$ cat config.mk
export PLATFORM = sky130hd
export DESIGN_NAME = frame_desc_fetcher
export DESIGN_NICKNAME = d
export VERILOG_FILES = /design/src/rtl/dff_pkg.sv /design/src/rtl/dff_addr_window.sv /design/src/rtl/dff_chan_regs.sv /design/src/rtl/frame_desc_fetcher.sv
export SDC_FILE = /design/constraint.sdc
export NUM_CORES = 2
export LEC_CHECK = 0
export ABC_AREA = 1
export BUFFER_PORTS_ARGS = -buffer_cell sky130_fd_sc_hd__buf_2
export CORE_MARGIN = 2
export CORE_UTILIZATION = 25
export DETAILED_ROUTE_END_ITERATION = 6
export PLACE_DENSITY = 0.5
export SLEW_MARGIN = 10
export SYNTH_ARGS = -nofsm -noshare
export SYNTH_HDL_FRONTEND = slang
export SYNTH_SLANG_ARGS = --single-unit
$ cat constraint.sdc
create_clock -name clk -period 8.1 [get_ports clk]
set_clock_uncertainty 0.05 [all_clocks]
set_input_delay 0.405 -clock clk [delete_from_list [all_inputs] [get_ports clk]]
set_output_delay 0.405 -clock clk [all_outputs]
set_load 0.01 [all_outputs]
$ cat src/rtl/dff_pkg.sv
`timescale 1ns/1ps
package dff_pkg;

    typedef enum logic [2:0] {
        S_IDLE,
        S_PICK,
        S_RANGE,
        S_REQ,
        S_WAIT,
        S_CHECK,
        S_ADV,
        S_DONE
    } fetch_state_e;

    typedef struct packed {
        logic lcd_en;
        logic dual_panel;
        logic ovl1_en;
        logic ovl2_en;
        logic cursor_en;
    } chan_ctl_t;

    localparam logic [31:0] BRANCH_KEEP = 32'hFFFF_FFF3;

    // Enable source of each channel
    function automatic logic chan_enabled(input int ch, input chan_ctl_t c);
        case (ch)
            0:       return c.lcd_en;
            1:       return c.ovl1_en | c.dual_panel;
            2, 3, 4: return c.ovl2_en;
            5:       return c.cursor_en;
            default: return 1'b0;
        endcase
    endfunction

endpackage

$ cat src/rtl/dff_addr_window.sv
`timescale 1ns/1ps
module dff_addr_window #(
    parameter logic [31:0] A_BASE = 32'h1000_0000,
    parameter logic [31:0] A_SIZE = 32'h0001_0000,
    parameter logic [31:0] B_BASE = 32'h2000_0000,
    parameter logic [31:0] B_SIZE = 32'h0000_1000,
    parameter int          SPAN   = 16
) (
    input  logic [31:0] addr,
    output logic        hit
);
    localparam logic [32:0] A_END = {1'b0, A_BASE} + {1'b0, A_SIZE};
    localparam logic [32:0] B_END = {1'b0, B_BASE} + {1'b0, B_SIZE};
    localparam logic [32:0] SPAN_W = 33'(SPAN);

    logic [32:0] a_ext;
    logic [32:0] a_last;
    logic        in_a;
    logic        in_b;

    assign a_ext  = {1'b0, addr};
    assign a_last = a_ext + SPAN_W;
    assign in_a   = (a_ext >= {1'b0, A_BASE}) && (a_last <= A_END);
    assign in_b   = (a_ext >= {1'b0, B_BASE}) && (a_last <= B_END);
    assign hit    = in_a | in_b;

endmodule

$ cat src/rtl/dff_chan_regs.sv
`timescale 1ns/1ps
module dff_chan_regs #(
    parameter int DW = 32
) (
    input  logic          clk,
    input  logic          rst_n,
    input  logic          bus_desc_we,
    input  logic          bus_branch_we,
    input  logic [DW-1:0] bus_wdata,
    input  logic          clr_src,
    input  logic          disarm_branch,
    input  logic [3:0]    ld_we,
    input  logic [DW-1:0] ld_data,
    output logic [DW-1:0] desc_q,
    output logic [DW-1:0] src_q,
    output logic [DW-1:0] id_q,
    output logic [DW-1:0] cmd_q,
    output logic [DW-1:0] branch_q
);
    import dff_pkg::*;

    always_ff @(posedge clk or negedge rst_n) begin
        if (!rst_n) begin
            desc_q   <= '0;
            src_q    <= '0;
            id_q     <= '0;
            cmd_q    <= '0;
            branch_q <= '0;
        end else begin
            if (clr_src)       src_q       <= '0;
            if (disarm_branch) branch_q[0] <= 1'b0;
            if (ld_we[0])      desc_q      <= ld_data;
            if (ld_we[1])      src_q       <= ld_data;
            if (ld_we[2])      id_q        <= ld_data;
            if (ld_we[3])      cmd_q       <= ld_data;
            // register port has the last word
            if (bus_desc_we)   desc_q      <= {bus_wdata[DW-1:4], 4'b0000};
            if (bus_branch_we) branch_q    <= bus_wdata & BRANCH_KEEP[DW-1:0];
        end
    end

    p_desc_aligned_r3: assert property (@(posedge clk) disable iff (!rst_n)
        bus_desc_we |=> (desc_q[3:0] == 4'b0000));

    p_branch_masked_r3: assert property (@(posedge clk) disable iff (!rst_n)
        bus_branch_we |=> (branch_q[3:2] == 2'b00));

endmodule

$ cat src/rtl/frame_desc_fetcher.sv
`timescale 1ns/1ps
module frame_desc_fetcher
    import dff_pkg::*;
#(
    parameter int          NCH        = 7,
    parameter logic [31:0] WIN_A_BASE = 32'h1000_0000,
    parameter logic [31:0] WIN_A_SIZE = 32'h0001_0000,
    parameter logic [31:0] WIN_B_BASE = 32'h2000_0000,
    parameter logic [31:0] WIN_B_SIZE = 32'h0000_1000
) (
    input  logic           clk,
    input  logic           rst_n,
    input  logic           frame_start,
    input  logic           lcd_enable,
    input  logic           dual_panel,
    input  logic           ovl1_enable,
    input  logic           ovl2_enable,
    input  logic           cursor_enable,
    input  logic           reg_we,
    input  logic [9:0]     reg_word_addr,
    input  logic [31:0]    reg_wdata,
    output logic [31:0]    reg_rdata,
    output logic           mem_req,
    output logic [31:0]    mem_addr,
    input  logic           mem_rvalid,
    input  logic [31:0]    mem_rdata,
    output logic [NCH-1:0] evt_branch,
    output logic [NCH-1:0] evt_bus_error,
    output logic           frame_done,
    output logic           busy
);
    localparam int CW    = (NCH > 1) ? $clog2(NCH) : 1;
    localparam int NSLOT = 1 << CW;
    localparam logic [CW-1:0] LAST_CH = CW'(NCH - 1);

    fetch_state_e  state_q, state_d;
    logic [CW-1:0] ch_q;
    logic [1:0]    word_q;
    logic [31:0]   ptr_q;

    chan_ctl_t        ctl;
    logic [NSLOT-1:0] en_vec;
    logic [31:0]      desc_a [NSLOT];
    logic [31:0]      src_a  [NSLOT];
    logic [31:0]      id_a   [NSLOT];
    logic [31:0]      cmd_a  [NSLOT];
    logic [31:0]      br_a   [NSLOT];

    logic        sel_chan, sel_br;
    logic        cur_en, take_branch, desc_ok, src_in, src_ok;
    logic [31:0] cur_br, cur_desc, cur_src;
    logic        ld_strobe;

    assign ctl = '{lcd_en: lcd_enable, dual_panel: dual_panel, ovl1_en: ovl1_enable,
                   ovl2_en: ovl2_enable, cursor_en: cursor_enable};

    assign sel_chan    = (reg_word_addr[9:6] == 4'h2);
    assign sel_br      = (reg_word_addr[9:6] == 4'h1);
    assign cur_en      = en_vec[ch_q];
    assign cur_br      = br_a[ch_q];
    assign cur_desc    = desc_a[ch_q];
    assign cur_src     = src_a[ch_q];
    assign take_branch = (state_q == S_PICK) && cur_en && cur_br[0];
    assign ld_strobe   = (state_q == S_WAIT) && mem_rvalid;
    assign src_ok      = src_in && (cur_src != 32'd0);

    genvar g;
    generate
        for (g = 0; g < NSLOT; g++) begin : g_chan
            if (g < NCH) begin : g_live
                logic [3:0] ld_we;
                assign en_vec[g] = chan_enabled(g, ctl);
                assign ld_we = (ld_strobe && (ch_q == CW'(g))) ? (4'b0001 << word_q) : 4'b0000;
                dff_chan_regs #(.DW(32)) u_regs (
                    .clk           (clk),
                    .rst_n         (rst_n),
                    .bus_desc_we   (reg_we && sel_chan && (reg_word_addr[5:2] == 4'(g))
                                    && (reg_word_addr[1:0] == 2'd0)),
                    .bus_branch_we (reg_we && sel_br && (reg_word_addr[5:0] == 6'(g))),
                    .bus_wdata     (reg_wdata),
                    .clr_src       ((state_q == S_IDLE) && frame_start),
                    .disarm_branch (take_branch && (ch_q == CW'(g))),
                    .ld_we         (ld_we),
                    .ld_data       (mem_rdata),
                    .desc_q        (desc_a[g]),
                    .src_q         (src_a[g]),
                    .id_q          (id_a[g]),
                    .cmd_q         (cmd_a[g]),
                    .branch_q      (br_a[g])
                );
            end else begin : g_pad
                assign en_vec[g] = 1'b0;
                assign desc_a[g] = '0;
                assign src_a[g]  = '0;
                assign id_a[g]   = '0;
                assign cmd_a[g]  = '0;
                assign br_a[g]   = '0;
            end
        end
    endgenerate

    dff_addr_window #(.A_BASE(WIN_A_BASE), .A_SIZE(WIN_A_SIZE), .B_BASE(WIN_B_BASE),
                      .B_SIZE(WIN_B_SIZE), .SPAN(16)) u_desc_win (
        .addr (ptr_q),
        .hit  (desc_ok)
    );

    dff_addr_window #(.A_BASE(WIN_A_BASE), .A_SIZE(WIN_A_SIZE), .B_BASE(WIN_B_BASE),
                      .B_SIZE(WIN_B_SIZE), .SPAN(0)) u_src_win (
        .addr (cur_src),
        .hit  (src_in)
    );

    // State register and sequencing datapath
    always_ff @(posedge clk or negedge rst_n) begin
        if (!rst_n) begin
            state_q <= S_IDLE;
            ch_q    <= '0;
            word_q  <= '0;
            ptr_q   <= '0;
        end else begin
            state_q <= state_d;
            unique case (state_q)
                S_IDLE:  if (frame_start) ch_q <= '0;
                S_PICK:  ptr_q <= cur_br[0] ? {cur_br[31:4], 4'b0000} : cur_desc;
                S_RANGE: word_q <= '0;
                S_WAIT:  if (mem_rvalid) word_q <= word_q + 2'd1;
                S_ADV:   if (ch_q != LAST_CH) ch_q <= ch_q + 1'b1;
                default: ;
            endcase
        end
    end

    // Next state
    always_comb begin
        state_d = state_q;
        unique case (state_q)
            S_IDLE:  if (frame_start) state_d = S_PICK;
            S_PICK:  state_d = cur_en ? S_RANGE : S_ADV;
            S_RANGE: state_d = desc_ok ? S_REQ : S_CHECK;
            S_REQ:   state_d = S_WAIT;
            S_WAIT:  if (mem_rvalid) state_d = (word_q == 2'd3) ? S_CHECK : S_REQ;
            S_CHECK: state_d = S_ADV;
            S_ADV:   state_d = (ch_q == LAST_CH) ? S_DONE : S_PICK;
            S_DONE:  state_d = S_IDLE;
            default: state_d = S_IDLE;
        endcase
    end

    // Outputs
    always_comb begin
        mem_req       = (state_q == S_REQ);
        mem_addr      = ptr_q + {28'd0, word_q, 2'b00};
        frame_done    = (state_q == S_DONE);
        busy          = (state_q != S_IDLE);
        evt_branch    = (take_branch && cur_br[1]) ? (NCH'(1) << ch_q) : '0;
        evt_bus_error = ((state_q == S_CHECK) && !src_ok) ? (NCH'(1) << ch_q) : '0;
    end

    // Register read mux
    always_comb begin
        reg_rdata = '0;
        for (int i = 0; i < NCH; i++) begin
            if (sel_chan && (reg_word_addr[5:2] == 4'(i))) begin
                case (reg_word_addr[1:0])
                    2'd0: reg_rdata = desc_a[i];
                    2'd1: reg_rdata = src_a[i];
                    2'd2: reg_rdata = id_a[i];
                    2'd3: reg_rdata = cmd_a[i];
                endcase
            end
            if (sel_br && (reg_word_addr[5:0] == 6'(i))) reg_rdata = br_a[i];
        end
    end

    p_single_req_r6: assert property (@(posedge clk) disable iff (!rst_n)
        mem_req |=> !mem_req);

    p_done_pulse_r10: assert property (@(posedge clk) disable iff (!rst_n)
        frame_done |=> (!frame_done && !busy));

    p_start_busy_r10: assert property (@(posedge clk) disable iff (!rst_n)
        (!busy && frame_start) |=> busy);

    p_err_onehot_r9: assert property (@(posedge clk) disable iff (!rst_n)
        $onehot0(evt_bus_error));

    p_branch_onehot_r5: assert property (@(posedge clk) disable iff (!rst_n)
        $onehot0(evt_branch));

    p_req_when_busy_r6: assert property (@(posedge clk) disable iff (!rst_n)
        mem_req |-> busy);

endmodule

After elaboration in Yosys (flattened, before gate mapping)
Cells that the tools add are included.
Widths: inputs -> output; s select.
{ "op_classes": {"add_sub_neg": 4, "n_mul": 0, "div_mod_pow": 0, "n_lt_le_gt_ge": 10, "eq_ne": 35, "shifts": 2, "muxes": 90, "bitwise_logic": 4, "reduce_logical": 96} }
{ "ops": {"columns": ["op", "n"], "rows": [
  ["$mux 32", 43],
  ["$pmux 32 s4", 7],
  ["$bmux 32 s3", 3],
  ["$ge 32x29->1 const B", 2],
  ["$ge 32x30->1 const B", 2],
  ["$logic_and 1x1->1", 62],
  ["$reduce_bool 2->1", 23],
  ["$add 32x5->33 const B", 1],
  ["$le 33x29->1 const B", 1],
  ["$le 33x30->1 const B", 1],
  ["$add 32x4->32", 1],
  ["$le 32x29->1 const B", 1],
  ["$le 32x30->1 const B", 1],
  ["$reduce_bool 32->1", 1],
  ["$mux 4", 7],
  ["$mux 3", 8],
  ["$pmux 3 s8", 1],
  ["$eq 3x3->1 const B", 7],
  ["$eq 6x3->1 const B", 3],
  ["$mux 1", 15],
  ["$mux 7", 2],
  ["$eq 3x2->1 const B", 4],
  ["$eq 4x2->1 const B", 3],
  ["$eq 4x3->1 const B", 3],
  ["28 further kinds", 39]
]} }
{ "totals": {"reg_bits": 1146, "latchBits": 0, "ramBits": 0, "romBits": 0, "inputBits": 84, "out_inout_bits": 81, "elab_cells": 287, "mem_count": 0} }

Longest topological paths before layout
{ "depth": {"word_depth": 16, "depth_mapped": 18, "ltp_nobuf": 18} }

Modules after synthesis
Synthesis repeated with hierarchy kept, for this count alone.
{ "hier_totals": {"hier_cells": 9262, "area_unflattened_um2": 64659.5} }
{ "modules_own_cells": {"columns": ["module", "n_inst", "cells_each", "area_per_inst_um2", "seq_area_each_um2"], "rows": [
  ["dff_chan_regs", 7, 762, 6412.4, 3953.8],
  ["frame_desc_fetcher", 1, 3648, 18445.2, 1001.0],
  ["dff_addr_window at u_desc_win", 1, 238, 1148.6, 0.0],
  ["dff_addr_window at u_src_win", 1, 42, 178.9, 0.0]
]} }

Least setup slack after synthesis
OpenSTA, ideal clock, no wires.
{ "synth_timing": {"path_type": "reg2reg", "startpoint": "register ch_q[0]", "endpoint": "register g_chan[4].g_live.u_regs.desc_q[17]", "setup_ns": 0.146, "arrival_time_ns": 2.658, "path_slack_ns": 5.246, "stages_incl_launch_ff": 15, "path_buffers": 5, "period_less_slack_ns": 2.854, "path_cell_list": "dfrtp_1 > buf_4 > inv_2 > buf_2 > buf_1 > clkbuf_1 > ha_1 > nand2_1 > nor2_2 > nand2_1 > nand2_1 > inv_2 > buf_2 > nand2_1 > o221ai_1"} }
{ "synth_via": {"elab_chain_len": 4} }
{ "synth_rtl": {"columns": ["element", "line_no", "source"], "rows": [
  ["start: declaration", "frame_desc_fetcher.sv:37", "logic [CW-1:0] ch_q;"],
  ["start signal: assignment", "frame_desc_fetcher.sv:128", "S_ADV: if (ch_q != LAST_CH) ch_q <= ch_q + 1'b1;"],
  ["$eq 3x3->1", "frame_desc_fetcher.sv:73", "assign ld_we = (ld_strobe && (ch_q == CW'(g))) ? (4'b0001 << word_q) : 4'b0000;"],
  ["$logic_and 1x1->1", "frame_desc_fetcher.sv:73", null],
  ["$mux 4", "frame_desc_fetcher.sv:73", null],
  ["$reduce_bool 2->1 (no line)", null, null],
  ["end signal: assignment", "dff_chan_regs.sv:32", "if (ld_we[0]) desc_q <= ld_data;"],
  ["end signal: assignment", "dff_chan_regs.sv:37", "if (bus_desc_we) desc_q <= {bus_wdata[DW-1:4], 4'b0000};"],
  ["end: declaration", "dff_chan_regs.sv:14", "output logic [DW-1:0] desc_q,"]
]} }
No other way between the ends.
A chain may end at the register's enable or synchronous reset.

Worst setup path after layout
{ "layout_timing": {"startpoint": "register ch_q[1]", "endpoint": "output port evt_branch[4]"} }
{ "layout_via": {"elab_chain_len": 7} }
{ "layout_rtl": {"columns": ["element", "line_no", "source"], "rows": [
  ["$not 3->4 (implied by the code)", "frame_desc_fetcher.sv:60", "assign cur_br = br_a[ch_q];"],
  ["$bmux 32 s3", "frame_desc_fetcher.sv:60", null],
  ["$mux 32 (implied by the code) (2 in a row)", "frame_desc_fetcher.sv:60", null],
  ["$logic_and 1x1->1", "frame_desc_fetcher.sv:63", "assign take_branch = (state_q == S_PICK) && cur_en && cur_br[0];"],
  ["$logic_and 1x1->1", "frame_desc_fetcher.sv:156", "evt_branch = (take_branch && cur_br[1]) ? (NCH'(1) << ch_q) : '0;"],
  ["$mux 7 (*)", "frame_desc_fetcher.sv:156", null],
  ["end: declaration", "frame_desc_fetcher.sv:27", "output logic [NCH-1:0] evt_branch,"]
]} }
Every way passes the cells marked *; elsewhere a longest branch is shown, timed or not. The select of a mux whose other input is x is not followed.

==> metrics.yaml <==
status:
  status: "complete, but fails checks"
  violations: "DRC"
clock_network:
  clk_pin_slew_worst_paths_ns: 0.06
  clockRootBuffer: "clkbuf_16"
  cts_num_sinks: 1146
  ctsHtreeMaxLevel: 4
  cts_tree: "yes"
  clockBufferDepth: 3
  worstSkewPairLatency_ns: 0.83
  cts_made_buffers: 136
  cts_setup_buffers: 0
timing:
  fin_tns_setup_ns: 0
  setup_viol: 0
  max_slew_margin: 0.0839
  fin_crit_sh: 0.755
  period_needed_ns: 6.12
  max_freq_mhz: 164
  hold_ws_ns: 0.0473
  final_max_slew_viol_count: 0
  rsz0062_at_grt: "no"
  hold_viol: 0
  tightest_slew_ns: 1.36
floorplan:
  ioPinCount: 165
  start_util: 0.251
  die_w_um: 485
  core_mm2: 0.230
  rows: 176
  die-height_um: 485
  die_area_mm2: 0.235
global_route:
  antenna_found_initial: 41
  grtUsageTotal: 0.263
  grt_overflow: 0
  grt_max_degree: 160
  grt_pass1_wl_um: 442000
  grt_pass1_vias: 54400
critical_path:
  worst_ep_required_time_ns: 7.65
  r2r_end: "g_chan[3].g_live.u_regs.desc_q[10]"
  cp_max_fo: 76
  crit_type: "reg2out"
  endpoint_kind: "output pin"
  reg2reg_from: "ch_q[0]"
  cp.arrival_ns: 5.66
  start_kind: "flip-flop"
  r2r_cells: 10
  r2r_slack_ns: 3.33
power_and_ir_drop:
  ir_worst_vdd_mv: 0.287
  total_power_mw: 19.7
  leakage_nw: 28.6
  power_density_mw_per_mm2: 296
final_layout:
  mostFrequentLayoutCell: "nand2_1"
  nets: 7403
  final_cells: 10400
  most-common-layout-cells: "2054 x nand2_1, 1143 x dfrtp_1, 1113 x o21ai_0"
  area_growth_pct: 15.2
  final_util: 0.290
  fillers: 25000
  drive_above_1_share: 0.0873
routing:
  wl_per_cell_um: 30.5
  ant_nets: 0
  dr_wl_met2_um: 138000
  routed_wl_um: 318000
  drtPass1Iterations: 7
  drc: 5
  highest_layer: "met5"
  first_iter_violations: 7984
  wl_met3_um: 31100
  drt-met1-wl_um: 122000
  vias: 58100
  viasPerCell: 5.57
yosys:
  ys_seq_area_frac: 0.496
  syn_inst: 7371
  syn_area_per_cell_um2: 7.85
  synth_nets: 7469
  ys_async_sr_fraction: 1.00
  yosysWarnings: 0
  synth.distinct_cells: 54
  syn_area_mm2: 0.0579
  synth-edff-count: 0
  synth-main-ff-cell: "dfrtp_1"
  synth_seq_cells: 1146
min_path:
  hold_start: "mem_rdata[10]"
  hold_depth: 3
  min-delay-path-class: "in2reg"
  holdPathEnd: "g_chan[4].g_live.u_regs.desc_q[10]"
place:
  place_congestion: 0.998
  dpl.hpwl_um: 217000
  place_inst: 10100
  io_buffer_count: 162
run:
  drv_cap: 0
## what timing repair did
item	4_1_cts	5_1_grt
hold endpoints to repair	278	0
resized for setup	0	0
setup endpoints to repair	0	0
hold buffers	60	0
## flip-flops by register name (all words and copies together) (netlist names)
signal and count:
g_chan.g_live.u_regs.cmd_q 224, g_chan.g_live.u_regs.desc_q 224, g_chan.g_live.u_regs.id_q 224, g_chan.g_live.u_regs.src_q 224, g_chan.g_live.u_regs.branch_q 210, ptr_q 32
ch_q 3, state_q 3, word_q 2
## worst max path at each step
stage                                start                            endpoint  depth (start not counted)
final                              ch_q[1]                       evt_branch[4]                         14
after global routing               ch_q[1]                       evt_branch[6]                         14
after CTS                          ch_q[1]                       evt_branch[2]                         14
after detailed placement  reg_word_addr[0]                       reg_rdata[23]                         12
after global placement    reg_word_addr[0]                       reg_rdata[23]                         12
after floorplan                    ch_q[0]  g_chan[4].g_live.u_regs.desc_q[17]                         14
## per-layer routing
layer  up-vias  GRT usage
met5         -          0
met4        16      0.193
met3       835     0.0605
met2      3461      0.394
met1     28900      0.332
li1      24800          -
## synth_stat cells, types with 36 or more instances
cell / number / area [um^2]
a21oi_1: 168 / 841
a221oi_1: 66 / 578
a31oi_1: 36 / 225
buf_1: 37 / 139
buf_2: 117 / 586
clkbuf_1: 411 / 1540
dfrtp_1: 1146 / 28700
inv_1: 509 / 1910
nand2_1: 2083 / 7820
nand3_1: 278 / 1390
nand4_1: 99 / 619
nor2_1: 469 / 1760
o2111ai_1: 80 / 701
o211ai_1: 136 / 1020
o21ai_0: 1114 / 5580
o221ai_1: 119 / 1040
o22ai_1: 252 / 1580
## power by group
group / switching (mW) / internal (mW) / total, mW
Sequential: 0.689 / 6.56 / 7.25
Clock: 2.69 / 3.54 / 6.23
Combinational: 4.73 / 1.49 / 6.22
Total: 8.11 / 11.6 / 19.7
## critical path: stages (launching register included)
cell	delay, ns
dfrtp_2	0.37
buf_12	0.37
inv_2	0.04
buf_4	0.31
nor2_4	0.20
buf_12	0.42
nand2_1	0.10
o21ai_0	0.10
nand2_1	0.10
o21ai_2	0.31
inv_2	0.38
nor3_4	0.58
nand4_1	0.83
nor2_1	0.31
buf_2	0.18
## layout make-up
| class | count | area [um^2] | area share |
|---|---|---|---|
| Inverter | 533 | 2020 | 0.0302 |
| Tap cell | 3026 | 3790 | 0.0568 |
| Timing Repair Buffer | 380 | 2780 | 0.0416 |
| Clock inverter | 41 | 442 | 0.00663 |
| Clock buffer | 193 | 3960 | 0.0594 |
| Sequential cell | 1146 | 28700 | 0.430 |
| Antenna cell | 6 | 15.0 | 0.000225 |
| Multi-Input combinational cell | 5108 | 25000 | 0.375 |
## through the flow
| stage | instance area [um^2] | setup WS [ns] |
|---|---|---|
| after floorplan | 57900 | 5.25 |
| after global placement | 61600 | 3.01 |
| after detailed placement | 61600 | 2.97 |
| after CTS | 66600 | 2.29 |
| after global routing | 66600 | 1.95 |
| final | 66600 | 1.98 |
## cells by family after synthesis
kind of cell    synth area share
mux                     0.000173
xor+xnor                 0.00439
simple gates               0.211
flops                      0.496
fa+ha+maj                0.00316
compound gates             0.209
buf+inv                   0.0762
Note: power is estimated with default switching activity, not from simulation.
